$ cat config.mk
export PLATFORM = sky130hd
export DESIGN_NAME = atomic_rmw_lockctl
export DESIGN_NICKNAME = d
export VERILOG_FILES = /design/src/rtl/rmw_pkg.sv /design/src/rtl/rmw_split_chk.sv /design/src/rtl/rmw_alu.sv /design/src/rtl/rmw_snoop_gate.sv /design/src/rtl/atomic_rmw_lockctl.sv
export SDC_FILE = /design/constraint.sdc
export NUM_CORES = 1
export LEC_CHECK = 0
export BUFFER_PORTS_ARGS = -buffer_cell sky130_fd_sc_hd__buf_4
export CAP_MARGIN = 40
export CORE_ASPECT_RATIO = 1.1
export CORE_MARGIN = 2
export CORE_UTILIZATION = 50
export DETAILED_ROUTE_END_ITERATION = 16
export HOLD_SLACK_MARGIN = 0.08
export PLACE_DENSITY_LB_ADDON = 0.08
export REMOVE_ABC_BUFFERS = 1
export SYNTH_ARGS = -nofsm -noshare
export SYNTH_HDL_FRONTEND = slang
export SYNTH_SLANG_ARGS = --single-unit
$ cat constraint.sdc
create_clock -name clk -period 5 [get_ports clk]
set_input_delay 1.5 -clock clk [delete_from_list [all_inputs] [get_ports clk]]
set_output_delay 1.5 -clock clk [all_outputs]
set_load 0.05 [all_outputs]
$ cat src/rtl/rmw_pkg.sv
package rmw_pkg;

  typedef enum logic [3:0] {
    ST_IDLE      = 4'd0,
    ST_ACQUIRE   = 4'd1,
    ST_BLK_REQ   = 4'd2,
    ST_BLK_HOLD  = 4'd3,
    ST_LOAD      = 4'd4,
    ST_MODIFY    = 4'd5,
    ST_STORE     = 4'd6,
    ST_RELEASE   = 4'd7
  } rmw_state_e;

  typedef enum logic [1:0] {
    OP_ADD  = 2'd0,
    OP_XCHG = 2'd1,
    OP_CMPX = 2'd2,
    OP_RSVD = 2'd3
  } rmw_op_e;

endpackage

$ cat src/rtl/rmw_split_chk.sv
module rmw_split_chk #(
  parameter int ADDR_W     = 32,
  parameter int LINE_BYTES = 64,
  parameter int SZ_W       = 2
) (
  input  logic [ADDR_W-1:0]                      addr,
  input  logic [SZ_W-1:0]                        size,
  output logic [ADDR_W-$clog2(LINE_BYTES)-1:0]   first_line,
  output logic [ADDR_W-$clog2(LINE_BYTES)-1:0]   last_line,
  output logic                                   split
);
  localparam int OFF_W = $clog2(LINE_BYTES);

  logic [ADDR_W-1:0] last_byte;
  logic [ADDR_W-1:0] span;

  always_comb begin
    span       = (ADDR_W'(1) << size) - ADDR_W'(1);
    last_byte  = addr + span;
    first_line = addr[ADDR_W-1:OFF_W];
    last_line  = last_byte[ADDR_W-1:OFF_W];
    split      = (first_line != last_line);
  end
endmodule

$ cat src/rtl/rmw_alu.sv
module rmw_alu
  import rmw_pkg::*;
#(
  parameter int DATA_W = 64,
  parameter int SZ_W   = 2
) (
  input  logic [1:0]        op,
  input  logic [SZ_W-1:0]   size,
  input  logic [DATA_W-1:0] mem_val,
  input  logic [DATA_W-1:0] operand,
  input  logic [DATA_W-1:0] compare,
  output logic [DATA_W-1:0] old_val,
  output logic [DATA_W-1:0] new_val,
  output logic              do_write
);
  logic [DATA_W-1:0] mask;
  logic [DATA_W-1:0] opnd_m;
  logic [DATA_W-1:0] cmp_m;
  logic              match;

  // Byte-lane mask built per bit, so any DATA_W that is a power of two works.
  for (genvar b = 0; b < DATA_W; b++) begin : g_mask
    assign mask[b] = (b < (8 << size));
  end

  always_comb begin
    old_val  = mem_val & mask;
    opnd_m   = operand & mask;
    cmp_m    = compare & mask;
    match    = (old_val == cmp_m);
    new_val  = opnd_m;
    do_write = 1'b1;
    case (rmw_op_e'(op))
      OP_ADD:  new_val = (old_val + opnd_m) & mask;
      OP_CMPX: begin
        new_val  = match ? opnd_m : old_val;
        do_write = match;
      end
      default: new_val = opnd_m;
    endcase
  end
endmodule

$ cat src/rtl/rmw_snoop_gate.sv
module rmw_snoop_gate #(
  parameter int LINE_W = 26,
  parameter int LANES  = 2
) (
  input  logic                          snp_valid,
  input  logic [LINE_W-1:0]             snoop_line,
  input  logic [LANES-1:0]              lane_on,
  input  logic [LANES-1:0][LINE_W-1:0]  lane_line,
  output logic                          stall
);
  logic [LANES-1:0] hit;

  for (genvar l = 0; l < LANES; l++) begin : g_lane
    assign hit[l] = lane_on[l] && (lane_line[l] == snoop_line);
  end

  assign stall = snp_valid && (|hit);
endmodule

$ cat src/rtl/atomic_rmw_lockctl.sv
module atomic_rmw_lockctl
  import rmw_pkg::*;
#(
  parameter int ADDR_W     = 32,
  parameter int DATA_W     = 64,
  parameter int LINE_BYTES = 64
) (
  input  logic                                 clk,
  input  logic                                 rst,
  input  logic                                 req_valid,
  output logic                                 req_ready,
  input  logic [ADDR_W-1:0]                    req_addr,
  input  logic [1:0]                           req_size,
  input  logic [1:0]                           req_op,
  input  logic [DATA_W-1:0]                    req_operand,
  input  logic [DATA_W-1:0]                    req_compare,
  output logic                                 rsp_done,
  output logic [DATA_W-1:0]                    rsp_old,
  output logic                                 acq_req,
  output logic [ADDR_W-$clog2(LINE_BYTES)-1:0] acq_line,
  input  logic                                 acq_gnt,
  output logic                                 mem_rd,
  output logic                                 mem_wr,
  output logic [ADDR_W-1:0]                    mem_addr,
  output logic [1:0]                           mem_size,
  output logic [DATA_W-1:0]                    mem_wr_data,
  input  logic [DATA_W-1:0]                    mem_rd_data,
  input  logic                                 snp_valid,
  input  logic [ADDR_W-$clog2(LINE_BYTES)-1:0] snoop_line,
  output logic                                 snp_stall,
  output logic                                 bus_lock_req,
  input  logic                                 bus_lock_gnt,
  output logic                                 bus_lock
);
  localparam int OFF_W  = $clog2(LINE_BYTES);
  localparam int LINE_W = ADDR_W - OFF_W;
  localparam int SZ_W   = 2;
  localparam int LANES  = 2;

  rmw_state_e state_q, state_d;

  // Captured request
  logic [ADDR_W-1:0] addr_q;
  logic [SZ_W-1:0]   size_q;
  logic [1:0]        op_q;
  logic [DATA_W-1:0] opnd_q;
  logic [DATA_W-1:0] cmp_q;
  logic [LINE_W-1:0] lo_line_q;
  logic [LINE_W-1:0] hi_line_q;
  logic              split_q;

  // Results of the modify step
  logic [DATA_W-1:0] old_q;
  logic [DATA_W-1:0] new_q;
  logic              wr_en_q;

  // Split detection on the incoming request
  logic [LINE_W-1:0] in_lo_line;
  logic [LINE_W-1:0] in_hi_line;
  logic              in_split;

  rmw_split_chk #(
    .ADDR_W     (ADDR_W),
    .LINE_BYTES (LINE_BYTES),
    .SZ_W       (SZ_W)
  ) u_split (
    .addr       (req_addr),
    .size       (req_size),
    .first_line (in_lo_line),
    .last_line  (in_hi_line),
    .split      (in_split)
  );

  // Operation datapath on the value returned by the cache
  logic [DATA_W-1:0] alu_old;
  logic [DATA_W-1:0] alu_new;
  logic              alu_wr;

  rmw_alu #(
    .DATA_W (DATA_W),
    .SZ_W   (SZ_W)
  ) u_alu (
    .op       (op_q),
    .size     (size_q),
    .mem_val  (mem_rd_data),
    .operand  (opnd_q),
    .compare  (cmp_q),
    .old_val  (alu_old),
    .new_val  (alu_new),
    .do_write (alu_wr)
  );

  // Hold window: line mode covers load..store, split mode adds the grant cycle
  logic core_win;
  logic split_win;
  logic line_win;

  always_comb begin
    core_win  = (state_q == ST_LOAD) || (state_q == ST_MODIFY) || (state_q == ST_STORE);
    split_win = split_q && (core_win || (state_q == ST_BLK_HOLD));
    line_win  = !split_q && core_win;
  end

  logic [LANES-1:0]             lane_on;
  logic [LANES-1:0][LINE_W-1:0] lane_line;

  always_comb begin
    lane_on[0]   = line_win || split_win;
    lane_on[1]   = split_win;
    lane_line[0] = lo_line_q;
    lane_line[1] = hi_line_q;
  end

  rmw_snoop_gate #(
    .LINE_W (LINE_W),
    .LANES  (LANES)
  ) u_snoop (
    .snp_valid  (snp_valid),
    .snoop_line (snoop_line),
    .lane_on    (lane_on),
    .lane_line  (lane_line),
    .stall      (snp_stall)
  );

  // Next-state logic
  always_comb begin
    state_d = state_q;
    case (state_q)
      ST_IDLE:     if (req_valid) state_d = in_split ? ST_BLK_REQ : ST_ACQUIRE;
      ST_ACQUIRE:  if (acq_gnt) state_d = ST_LOAD;
      ST_BLK_REQ:  if (bus_lock_gnt) state_d = ST_BLK_HOLD;
      ST_BLK_HOLD: state_d = ST_LOAD;
      ST_LOAD:     state_d = ST_MODIFY;
      ST_MODIFY:   state_d = ST_STORE;
      ST_STORE:    state_d = ST_RELEASE;
      ST_RELEASE:  state_d = ST_IDLE;
      default:     state_d = ST_IDLE;
    endcase
  end

  always_ff @(posedge clk) begin
    if (rst) begin
      state_q <= ST_IDLE;
    end else begin
      state_q <= state_d;
    end
  end

  // Request capture
  always_ff @(posedge clk) begin
    if (rst) begin
      addr_q    <= '0;
      size_q    <= '0;
      op_q      <= '0;
      opnd_q    <= '0;
      cmp_q     <= '0;
      lo_line_q <= '0;
      hi_line_q <= '0;
      split_q   <= 1'b0;
    end else if (state_q == ST_IDLE && req_valid) begin
      addr_q    <= req_addr;
      size_q    <= req_size;
      op_q      <= req_op;
      opnd_q    <= req_operand;
      cmp_q     <= req_compare;
      lo_line_q <= in_lo_line;
      hi_line_q <= in_hi_line;
      split_q   <= in_split;
    end
  end

  // Modify step: read data arrives in the cycle after the read strobe
  always_ff @(posedge clk) begin
    if (rst) begin
      old_q   <= '0;
      new_q   <= '0;
      wr_en_q <= 1'b0;
    end else if (state_q == ST_MODIFY) begin
      old_q   <= alu_old;
      new_q   <= alu_new;
      wr_en_q <= alu_wr;
    end
  end

  // Outputs decoded straight from state flops
  always_comb begin
    req_ready    = (state_q == ST_IDLE);
    acq_req      = (state_q == ST_ACQUIRE);
    acq_line     = lo_line_q;
    bus_lock_req = split_q && ((state_q == ST_BLK_REQ) || split_win);
    bus_lock     = split_win;
    mem_rd       = (state_q == ST_LOAD);
    mem_wr       = (state_q == ST_STORE) && wr_en_q;
    mem_addr     = addr_q;
    mem_size     = size_q;
    mem_wr_data  = new_q;
    rsp_done     = (state_q == ST_RELEASE);
    rsp_old      = old_q;
  end
endmodule

==> results.md, run 1 <==
- Status: finished, final reports clean
- Startpoint Class: input port
- Worst skew pair latency: 0.57 ns
- Worst min path class: flop to flop
- Worst-path clk slew: approximately 0.060 ns
- Ys Warns: 0
- Via count: approximately 22000
- FILL cells: 3736
- Hold Violations, Final: 0
- Avg Inst Size Synth: about 7.4 µm²
- Largest area contributor in the netlist: dfxtp_1
- Yosys reg bits: approximately 320
- Worst Path Buf+Inv: 3
- Cts hold-fix bufs: 0
- CP Launch Point: snoop_line[3]
- Core area: just over 0.04 mm²
- Post-synth EDFFs: 0
- CTS Buffer Depth: 3
- Period utilisation layout: between 90% and 100%
- Slew margin rel.: 38.1%
- Setup Viol. Count Final: 0
- Skew final: 0.0264 ns
- Iteration count of the initial detailed-routing pass: 6
- Vias per cell: roughly 5.9
- Fmax: roughly 0.21 GHz
- Register area: around 0.0065 mm²
- Placed cells: about 3700
- Clock power frac: about a third
- Tmin final: 4.87 ns
- Netlist cell types: 79
- Pin count of the biggest net entering global routing: 178
- Area Growth Syn to Fin: 26.0%
- Worst reg2reg startpoint: mem_size[0]$_SDFFE_PP0P_
- Total CTS buffers: 37
- FFs w/ async S/R, synth: 0%
- Critical-path maximum fanout: 2
- Final std cells w/o fill: 3743
- First-pass GRT wire length: 116000 µm
- Least-Margin Pin Slew: between 0.9 and 1 ns
- Critical Path Slowest Stage Cell: a2111oi_0
- DR WL/cell: ~20 µm
- Register share of total power: 37.8%
- Die Width: 198 µm
- P_int: roughly 5.1 mW
- RSZ-0062 raised after global routing: false
- # port buffers: 455
- Worst Path Arrival: 3.37 ns
- Die H: approximately 220 µm
- Mapped Cells: between 2000 and 3000
- Share of layout cells above drive strength 1: around a fifth
- Initial Utilization: slightly above 50%
- Hold Startpoint: opnd_q[10]$_SDFFE_PP0P_
- Antenna cells: 0
- Pwr Density: approximately 300 mW/mm²
- Crit-path cells: buf_4, xnor2_1, nand4_1, a2111oi_0, buf_4, nand4_1, a21boi_0, buf_4
- Crit-path leading delay family: compound AO/OA/AOI/OAI gates
- Total power: around 8 mW
- Number of DRC markers in iteration 0: ~1500
- Post-Route Utilization: ~64%
- CTS tree: yes
- H-Tree Level Count: 2
- Vias in the first global route: 21483
- Seq/Total Area, Yosys: 31.3%
- DRT Wirelength: around 77000 µm
- Dominant cells by area after synthesis: dfxtp_1, nand2_1, a21oi_1
- Setup bufs post-CTS: 0
- Total GRT Usage: between 30% and 40%
- Post-DP HPWL: approximately 57000 µm
- Post-synth top flop: dfxtp_1
- # IOs: around 460
- Max IR drop VDD: about 350 µV
- Initial antenna violation count: 0
- Worst path max stage delay: between 0.4 and 0.5 ns
- NetSw: about 2.7 mW
- Most frequent cell on the critical path: buf_4
- Grt ovf: 0
- Antenna viol nets, final: 0
- Sw frac: around a third
- Critical path type: input port to output port
- Max-slew violations: 0
- Clock root buffer: clkbuf_16
- Setup crit end kind: output port
- Req. time, crit path: 3.50 ns
- Leak: roughly 11 nW
- Cts repair resizes: 0
- Post-Syn Area: between 0.02 and 0.025 mm²
- Sink Count: ~320
- Final nets: 3557
- Post-synth top area share: between 30% and 40%
- Row cnt: 78
- Multi-input gate area: 0.0131 mm²
- Comb pwr share: around 28%
- Max Cap Viol: 0
- Placer Congestion: roughly 0.97
- Die area: roughly 0.043 mm²
- DRC: 0
-- worst reg2reg max path: cells and delay by family, from the launching register on --
kind,cells,cell delay [ns]
AOI/OAI and AO/OA,5,1.42
adders and majority gates,1,0.38
buffers and inverters,1,0.28
DFF,1,0.33
and+or+nand+nor,8,1.64
-- cells by family after synthesis --
group | count (synthesis) | share of synthesized area [%]
AND/OR/NAND/NOR | 1106 | 24.1
AO/OA/AOI/OAI | 774 | 23.4
flip-flops | 323 | 31.3
buffers and inverters | 283 | 5.63
XOR/XNOR | 206 | 8.93
adder cells (fa/ha/maj) | 96 | 5.85
multiplexers | 17 | 0.836
-- routing by layer --
| layer | track usage (%) | vias to the layer above | wire (µm) |
|---|---|---|---|
| met4 | 15.3 | 0 | 3420 |
| met3 | 5.52 | 164 | 4800 |
| met2 | 60.6 | 828 | 37500 |
| li1 | - | 10546 | - |
| met5 | 0 | - | 0 |
| met1 | 41.0 | 10503 | 30800 |
-- final timing paths --
path / end / slack [ns] / cells after the start
min reg2reg: opnd_q[10]$_SDFFE_PP0P_ / 0.45 / 2
min: opnd_q[10]$_SDFFE_PP0P_ / 0.45 / 2
max reg2reg: mem_wr_data[60]$_SDFFE_PP0P_ / 0.84 / 15
max: snp_stall / 0.13 / 8
-- flip-flops by register name (all words and copies together), names as in the netlist --
| register | flops |
|---|---|
| cmp_q | 64 |
| hi_line_q | 26 |
| mem_addr | 32 |
| mem_size | 2 |
| mem_wr_data | 64 |
| op_q | 2 |
| opnd_q | 64 |
| rsp_old | 64 |
| split_q | 1 |
| state_q | 3 |
| wr_en_q | 1 |
-- cells in the mapped netlist (16+ instances only) --
library cell and n:
ha_1 95, dfxtp_1 323, clkbuf_1 176, inv_1 72
a221oi_1 28, nor2b_1 20, a211oi_1 39, nand2_1 619
nor2_1 137, and2_1 46, nand4_1 45, nor3_1 53
a21o_1 61, and3_1 70, nor4_1 21, xnor2_1 120
nand3_1 35, xor2_1 83, a31oi_1 16, buf_4 26
o21bai_1 21, a21oi_1 381, o21ai_0 91
-- layout by cell type (no fill, tap or decap), types with 9 or more instances in the layout --
cell type  netlist  final
and3_1          70     70
nor3_1          53     52
inv_1           72     72
a211oi_1        39     39
nand2b_1        10     10
a21oi_1        381    381
nor2b_1         20     20
dfxtp_1        323    320
o21a_1           9      9
clkbuf_16        0     37
buf_4           26    555
nand4_1         45     45
or3_1            9      9
o211ai_1        11     11
nor2_1         137    136
a31oi_1         16     16
and2_1          46     45
a22o_1           9      9
nand2_1        619    618
nor3b_1         10      9
o21ai_0         91     91
nor4_1          21     21
a221oi_1        28     27
nand3_1         35     35
a311oi_1        12     12
mux2i_1         15     15
xnor2_1        120    120
xor2_1          83     83
o31ai_1         10     10
a22oi_1         12     12
a21o_1          61     61
ha_1            95     95
o21bai_1        21     21
-- area by class of cell --
class | instances | area share (%)
clock buffer | 49 | 3.96
clock inverter | 12 | 0.495
inverter | 73 | 1.05
sequential | 323 | 24.9
multi-input combinational | 2199 | 50.2
timing repair buffer | 567 | 16.9
tap | 520 | 2.50
-- power groups by stage --
stage / combinational (mW) / clock, mW / sequential, mW
floorplan: 1.08 / 0 / 3.20
global placement: 2.13 / 0 / 2.99
detailed placement: 2.16 / 0 / 3.00
CTS: 2.17 / 2.72 / 2.95
global route: 2.34 / 2.82 / 2.97
finish: 2.18 / 2.68 / 2.95
-- per-stage QoR --
step,setup WS [ns],hold WS [ns],cell area [µm²],setup TNS (ns)
after CTS,0.0852,0.454,26000,0
after floorplan,-1.93,0.426,19800,-147.93
final,0.127,0.451,26000,0
after global routing,0.0466,0.473,26000,0
after global placement,-0.232,0.438,24800,-0.654
after detailed placement,-0.277,0.446,24900,-0.785
Note: power is estimated with default switching activity, not from simulation.
==> inputs of run 2 (changes only) <==
Settings changed: CORE_ASPECT_RATIO 1.1 to default.
Clock period 5 ns to 4.45 ns, I/O delays scaled along.
==> results.md, run 2 (same netlist as run 1, synthesis figures left out) <==
- Vias per cell: 5.83 (-1.0%)
- H-Tree Level Count: 2 (unchanged)
- Worst Path Arrival: 4.87 ns (+1.50 ns)
- Status: finished, final reports clean
- Post-DP HPWL: 60400 µm (+6.3%)
- Leak: 12.3 nW (+8.1%)
- Total power: 9.03 mW (+16%)
- CTS tree: yes
- Worst skew pair latency: 0.57 ns (about the same)
- Pwr Density: 328 mW/mm² (+9.3%)
- Worst min path class: flop to flop
- Core area: 0.0408 mm² (-0.38%)
- Total CTS buffers: 37 (unchanged)
- Grt ovf: 0 (unchanged)
- Least-Margin Pin Slew: 0.936 ns (+0.0105 ns)
- Die area: 0.0430 mm² (about the same)
- Critical-path maximum fanout: 4 (+2)
- Clock root buffer: clkbuf_16
- FILL cells: 3459 (-7.4%)
- Skew final: 0.0244 ns (-0.00193 ns)
- DRT Wirelength: 79300 µm (+3.7%)
- Startpoint Class: input port
- Dpl ws: -0.580 ns (-0.304 ns)
- Critical path type: input port to flop
- Final nets: 3737 (+5.1%)
- Period utilisation layout: between 90% and 100%
- Post-Route Utilization: 67.5% (+3.9 points)
- Antenna viol nets, final: 0 (unchanged)
- Req. time, crit path: 4.90 ns (+1.40 ns)
- Hold Violations, Final: 0 (unchanged)
- Cell area after layout: 0.0275 mm² (+5.8%)
- Setup WS post-layout: 0.0253 ns (-0.102 ns)
- Iteration count of the initial detailed-routing pass: 7 (+1)
- Setup Viol. Count Final: 0 (unchanged)
- Die H: 207 µm (-4.6%)
- Slew margin rel.: 37.4% (-0.70 points)
- Sink Count: 323 (unchanged)
- Met1 wire length: 32900 µm (+6.9%)
- Pin count of the biggest net entering global routing: 92 (-48%)
- Area Growth Syn to Fin: 33.3%
- # IOs: 456 (unchanged)
- RSZ-0062 raised after global routing: true
- DRC: 0 (unchanged)
- Share of layout cells above drive strength 1: 25.2% (+5.0 points)
- Initial antenna violation count: 2 (+2)
- Max IR drop VDD: 371 µV (+5.8%)
- Wire length on met3: 5620 µm (+17%)
- Number of DRC markers in iteration 0: 1914 (+26%)
- CTS Buffer Depth: 3 (unchanged)
- Initial Utilization: 50.6% (+0.19 points)
- Most frequent cells in the layout: buf_4, nand2_1, a21oi_1, dfxtp_1, nor2_1
- Total GRT Usage: 35.2% (+0.80 points)
- Final std cells w/o fill: 3940 (+5.3%)
- Worst-path clk slew: 0.06 ns (about the same)
- Max-slew violations: 0 (unchanged)
- Row cnt: 74 (-5.1%)
- Fmax: ~0.23 GHz
- Die Width: 207 µm (+4.8%)
- Via count: 22963 (+4.2%)
- Vias in the first global route: 22394 (+4.2%)
- # port buffers: 455 (unchanged)
- DR WL/cell: 20.1 µm (-1.5%)
- Max Cap Viol: 0 (unchanged)
- Setup_tns: 0 ns (unchanged)
- Setup crit end kind: flop
- Placer Congestion: 0.997 (+2.4%)
- DR top layer: met4
- First-pass GRT wire length: 122000 µm (+5.2%)
- DP Area: 0.0262 mm² (+5.2%)
- Most common cell after layout, fill and taps aside: buf_4
- Hold WS: 0.454 ns (+0.00262 ns)
- Placed cells: 3871 (+5.1%)
- Met2 wire length: 37500 µm (about the same)
- Tmin final: 4.42 ns
-- run 2: worst paths after layout --
check	slack, ns	cells after the start	endpoint	startpoint
min reg2reg	0.45	2	opnd_q[50]$_SDFFE_PP0P_	opnd_q[50]$_SDFFE_PP0P_
min	0.45	2	opnd_q[50]$_SDFFE_PP0P_	opnd_q[50]$_SDFFE_PP0P_
max	0.03	18	state_q[1]$_SDFFE_PP0P_	req_size[1]
max reg2reg	0.28	16	mem_wr_data[63]$_SDFFE_PP0P_	mem_size[1]$_SDFFE_PP0P_
-- run 2: what timing repair did --
item                       4_1_cts  5_1_grt
gates resized for setup          0       38
pin swaps                        1        9
hold buffers                     0        0
cloned                           0        0
setup buffers                    0        3
setup endpoints to repair        2       14
-- run 2: final cells by class --
class / instances / area, µm² / share of cell area, %
Antenna cell: 2 / 5.00 / 0.0182
Clock buffer: 48 / 1040 / 3.77
Clock inverter: 16 / 151 / 0.550
Inverter: 73 / 277 / 1.00
Multi-Input combinational cell: 2199 / 13200 / 48.0
Sequential cell: 323 / 6470 / 23.5
Tap cell: 532 / 666 / 2.42
Timing Repair Buffer: 747 / 5720 / 20.8
-- run 2: report_power, final --
| group | total [mW] | switching (mW) | internal, mW |
|---|---|---|---|
| sequential | 3.34 | 0.220 | 3.12 |
| clock | 3.06 | 1.30 | 1.77 |
| combinational | 2.63 | 1.58 | 1.05 |
| total | 9.03 | 3.10 | 5.93 |
-- run 2: layer usage --
metal | global-route usage [%] | vias to the layer above
met3 | 5.43 | 184
met2 | 59.4 | 988
met4 | 15.1 | 0
met5 | 0 | -
li1 | - | 10937
met1 | 44.5 | 10854
-- run 2: worst max-delay path: stages --
cell and delay, ns:
buf_4 0.13, or2b_1 0.22, ha_1 0.18, inv_2 0.06, ha_4 0.18, and2b_1 0.17
a21o_1 0.18, a21oi_1 0.13, buf_4 0.17, o211ai_1 0.20, or2_1 0.28, buf_4 0.15
a41o_1 0.27, xnor2_1 0.17, o21ai_1 0.18, nand4_1 0.12, or4_4 0.53, a21o_1 0.19
==> inputs of run 3 (changes only) <==
Settings changed: CELL_PAD_IN_SITES_DETAIL_PLACEMENT from default to 1, CELL_PAD_IN_SITES_GLOBAL_PLACEMENT from default to 2, CORE_MARGIN 2 to default, CORE_UTILIZATION 50 to 28, REMOVE_ABC_BUFFERS 1 to default.
==> results.md, run 3 (same netlist as run 1, synthesis figures left out) <==
- Multi-input gate area: 0.0132 mm² (-0.19%)
- CTS tree: yes
- Comb pwr share: 28.4% (-0.7 points)
- Pin count of the biggest net entering global routing: 111 (+21%)
- Final std cells w/o fill: 4446 (+13%)
- Slew margin rel.: 46.7% (+9.3 points)
- Placed cells: 4358 (+13%)
- # IOs: 456 (unchanged)
- Total CTS buffers: 43 (+16%)
- Cts hold-fix bufs: 0 (unchanged)
- NetSw: 3.33 mW (+7.5%)
- Clock power frac: 37.1% (+3.2 points)
- Die H: 274 µm (+32%)
- Die area: 0.0749 mm² (+74%)
- Max IR drop VDD: 253 µV (-32%)
- DR WL/cell: 22.0 µm (+9.2%)
- Hold Violations, Final: 0 (unchanged)
- Worst path max stage delay: 0.54 ns (about the same)
- DRT Wirelength: 97800 µm (+23%)
- Skew final: 0.0217 ns (-0.00268 ns)
- Worst min path class: flop to flop
- Worst Path Arrival: 4.90 ns (+0.03 ns)
- Area Growth Syn to Fin: 40.0%
- Worst skew pair latency: 0.59 ns (+0.02 ns)
- Placer Congestion: 0.910 (-8.8%)
- Startpoint Class: input port
- Critical-path maximum fanout: 5 (+1)
- First-pass GRT wire length: 147000 µm (+20%)
- Die Width: 274 µm (+32%)
- Leak: 12.8 nW (+3.9%)
- DP Area: 0.0273 mm² (+4.4%)
- FILL cells: 8969 (+160%)
- Number of DRC markers in iteration 0: 987 (-48%)
- Crit-path cells: buf_8, or2b_1, ha_2, inv_2, ha_4, and2b_1, a21o_1, a21oi_2, buf_4, o211ai_1, a31oi_1, xnor3_1, nor2_1, nand4_1, or4_4, or4_4, a21o_1
- Grt ovf: 0 (unchanged)
- Final nets: 3806 (+1.8%)
- Tmin final: 4.42 ns (-0.00191 ns)
- Sink Count: 323 (unchanged)
- Status: finished, final reports clean
- Max Cap Viol: 0 (unchanged)
- P_int: 6.36 mW (+7.3%)
- Total GRT Usage: 25.5% (-9.6 points)
- Share of layout cells above drive strength 1: 26.6% (+1.4 points)
- Setup crit end kind: flop
- Iteration count of the initial detailed-routing pass: 7 (unchanged)
- Setup_tns: 0 ns (unchanged)
- Post-DP HPWL: 76300 µm (+26%)
- Worst Path Buf+Inv: 3 (-1)
- Crit-path leading delay family: simple AND/OR/NAND/NOR gates
- # port buffers: 455 (unchanged)
- Initial antenna violation count: 8 (+6)
- Post-Route Utilization: 39.7% (-28 points)
- Worst-path clk slew: 0.06 ns (about the same)
- CTS Buffer Depth: 3 (unchanged)
- Vias in the first global route: 24161 (+7.9%)
- Core area: 0.0730 mm² (+79%)
- Dpl ws: -0.704 ns (-0.124 ns)
- Initial Utilization: 28.3% (-22 points)
- Cell area after layout: 0.0289 mm² (+5.1%)
- Most common cell after layout, fill and taps aside: buf_4
- H-Tree Level Count: 2 (unchanged)
- Period utilisation layout: 99.4% (about the same)
- Setup Viol. Count Final: 0 (unchanged)
- Clock root buffer: clkbuf_16
- Pwr Density: 335 mW/mm² (+2.2%)
- Fmax: 0.226 GHz (about the same)
- Least-Margin Pin Slew: 0.800 ns (-0.136 ns)
- DRC: 0 (unchanged)
- Sw frac: 34.4% (about the same)
- Register area: 0.00647 mm² (about the same)
- Critical path type: input port to flop
- Row cnt: 99 (+34%)
- Syn nets: about 3200
- Via count: 22895 (-0.30%)
- Max-slew violations: 0 (unchanged)
- Critical Path Slowest Stage Cell: or4_4
- Req. time, crit path: 4.92 ns (+0.02 ns)
- Most frequent cells in the layout: buf_4, nand2_1, a21oi_1, dfxtp_1, nor2_1
- RSZ-0062 raised after global routing: true
- Vias per cell: 5.15 (-12%)
- Setup WS post-layout: 0.0272 ns (+0.00191 ns)
- Antenna viol nets, final: 0 (unchanged)
- Register share of total power: 34.4% (-2.6 points)
==> run 3: cell count changes in the layout (fill, tap and decap cells not counted), moves of 3 or more <==
| cell | previous run | this run |
|---|---|---|
| nand2_1 | 615 | 618 |
| buf_12 | 7 | 15 |
| nand2_2 | 3 | 0 |
| clkbuf_8 | 5 | 15 |
| clkinv_2 | 10 | 5 |
| buf_4 | 735 | 790 |
| clkbuf_16 | 38 | 45 |
==> run 3: final cells by class <==
type                    instances  area share (%)
diodes                          4          0.0346
clock inverters                11           0.333
inverters                      73           0.956
multi-input cells            2199            45.6
clock buffers                  67            4.70
flip-flops and latches        323            22.4
repair buffers                810            21.9
well taps                     959            4.15
==> run 3: metrics by stage <==
stage,hold slack (ns),power (mW)
floorplan,0.432,4.89
global placement,0.443,6.09
detailed placement,0.445,6.15
CTS,0.453,9.81
global route,0.459,10.2
finish,0.451,9.70
==> run 3: path summary, 6_finish.rpt <==
path,start,end,slack [ns],depth (start not counted)
hold / removal,opnd_q[10]$_SDFFE_PP0P_,opnd_q[10]$_SDFFE_PP0P_,0.45,2
setup / recovery,req_size[1],state_q[1]$_SDFFE_PP0P_,0.03,17
hold reg to reg,opnd_q[10]$_SDFFE_PP0P_,opnd_q[10]$_SDFFE_PP0P_,0.45,2
setup reg to reg,mem_size[0]$_SDFFE_PP0P_,mem_wr_data[45]$_SDFFE_PP0P_,0.37,18
==> run 3: timing repair <==
item | in CTS | in global routing
resized for setup | 3 | 24
buffers inserted | 4 | 2
pin swaps | 10 | 6
endpoints found under the setup margin | 3 | 19
==> run 3: worst min-delay path: stages (launching register included) <==
cell and delay, ns:
dfxtp_1 0.30, nand2_1 0.05, a21oi_1 0.05
==> run 3: power groups by stage <==
stage                     sequential, mW  combinational, mW  clock, mW
final                               3.34               2.76       3.60
after global routing                3.37               2.98       3.83
after CTS                           3.34               2.77       3.71
after detailed placement            3.40               2.75          0
after global placement              3.38               2.70          0
after floorplan                     3.47               1.42          0
==> run 3: routing by layer <==
metal | GRT usage, % | vias to the layer above | routed length, µm
li1 | - | 11056 | -
met1 | 30.7 | 11244 | 41400
met2 | 45.8 | 440 | 49400
met3 | 3.35 | 151 | 3410
met4 | 9.54 | 4 | 3550
met5 | 0 | - | 27
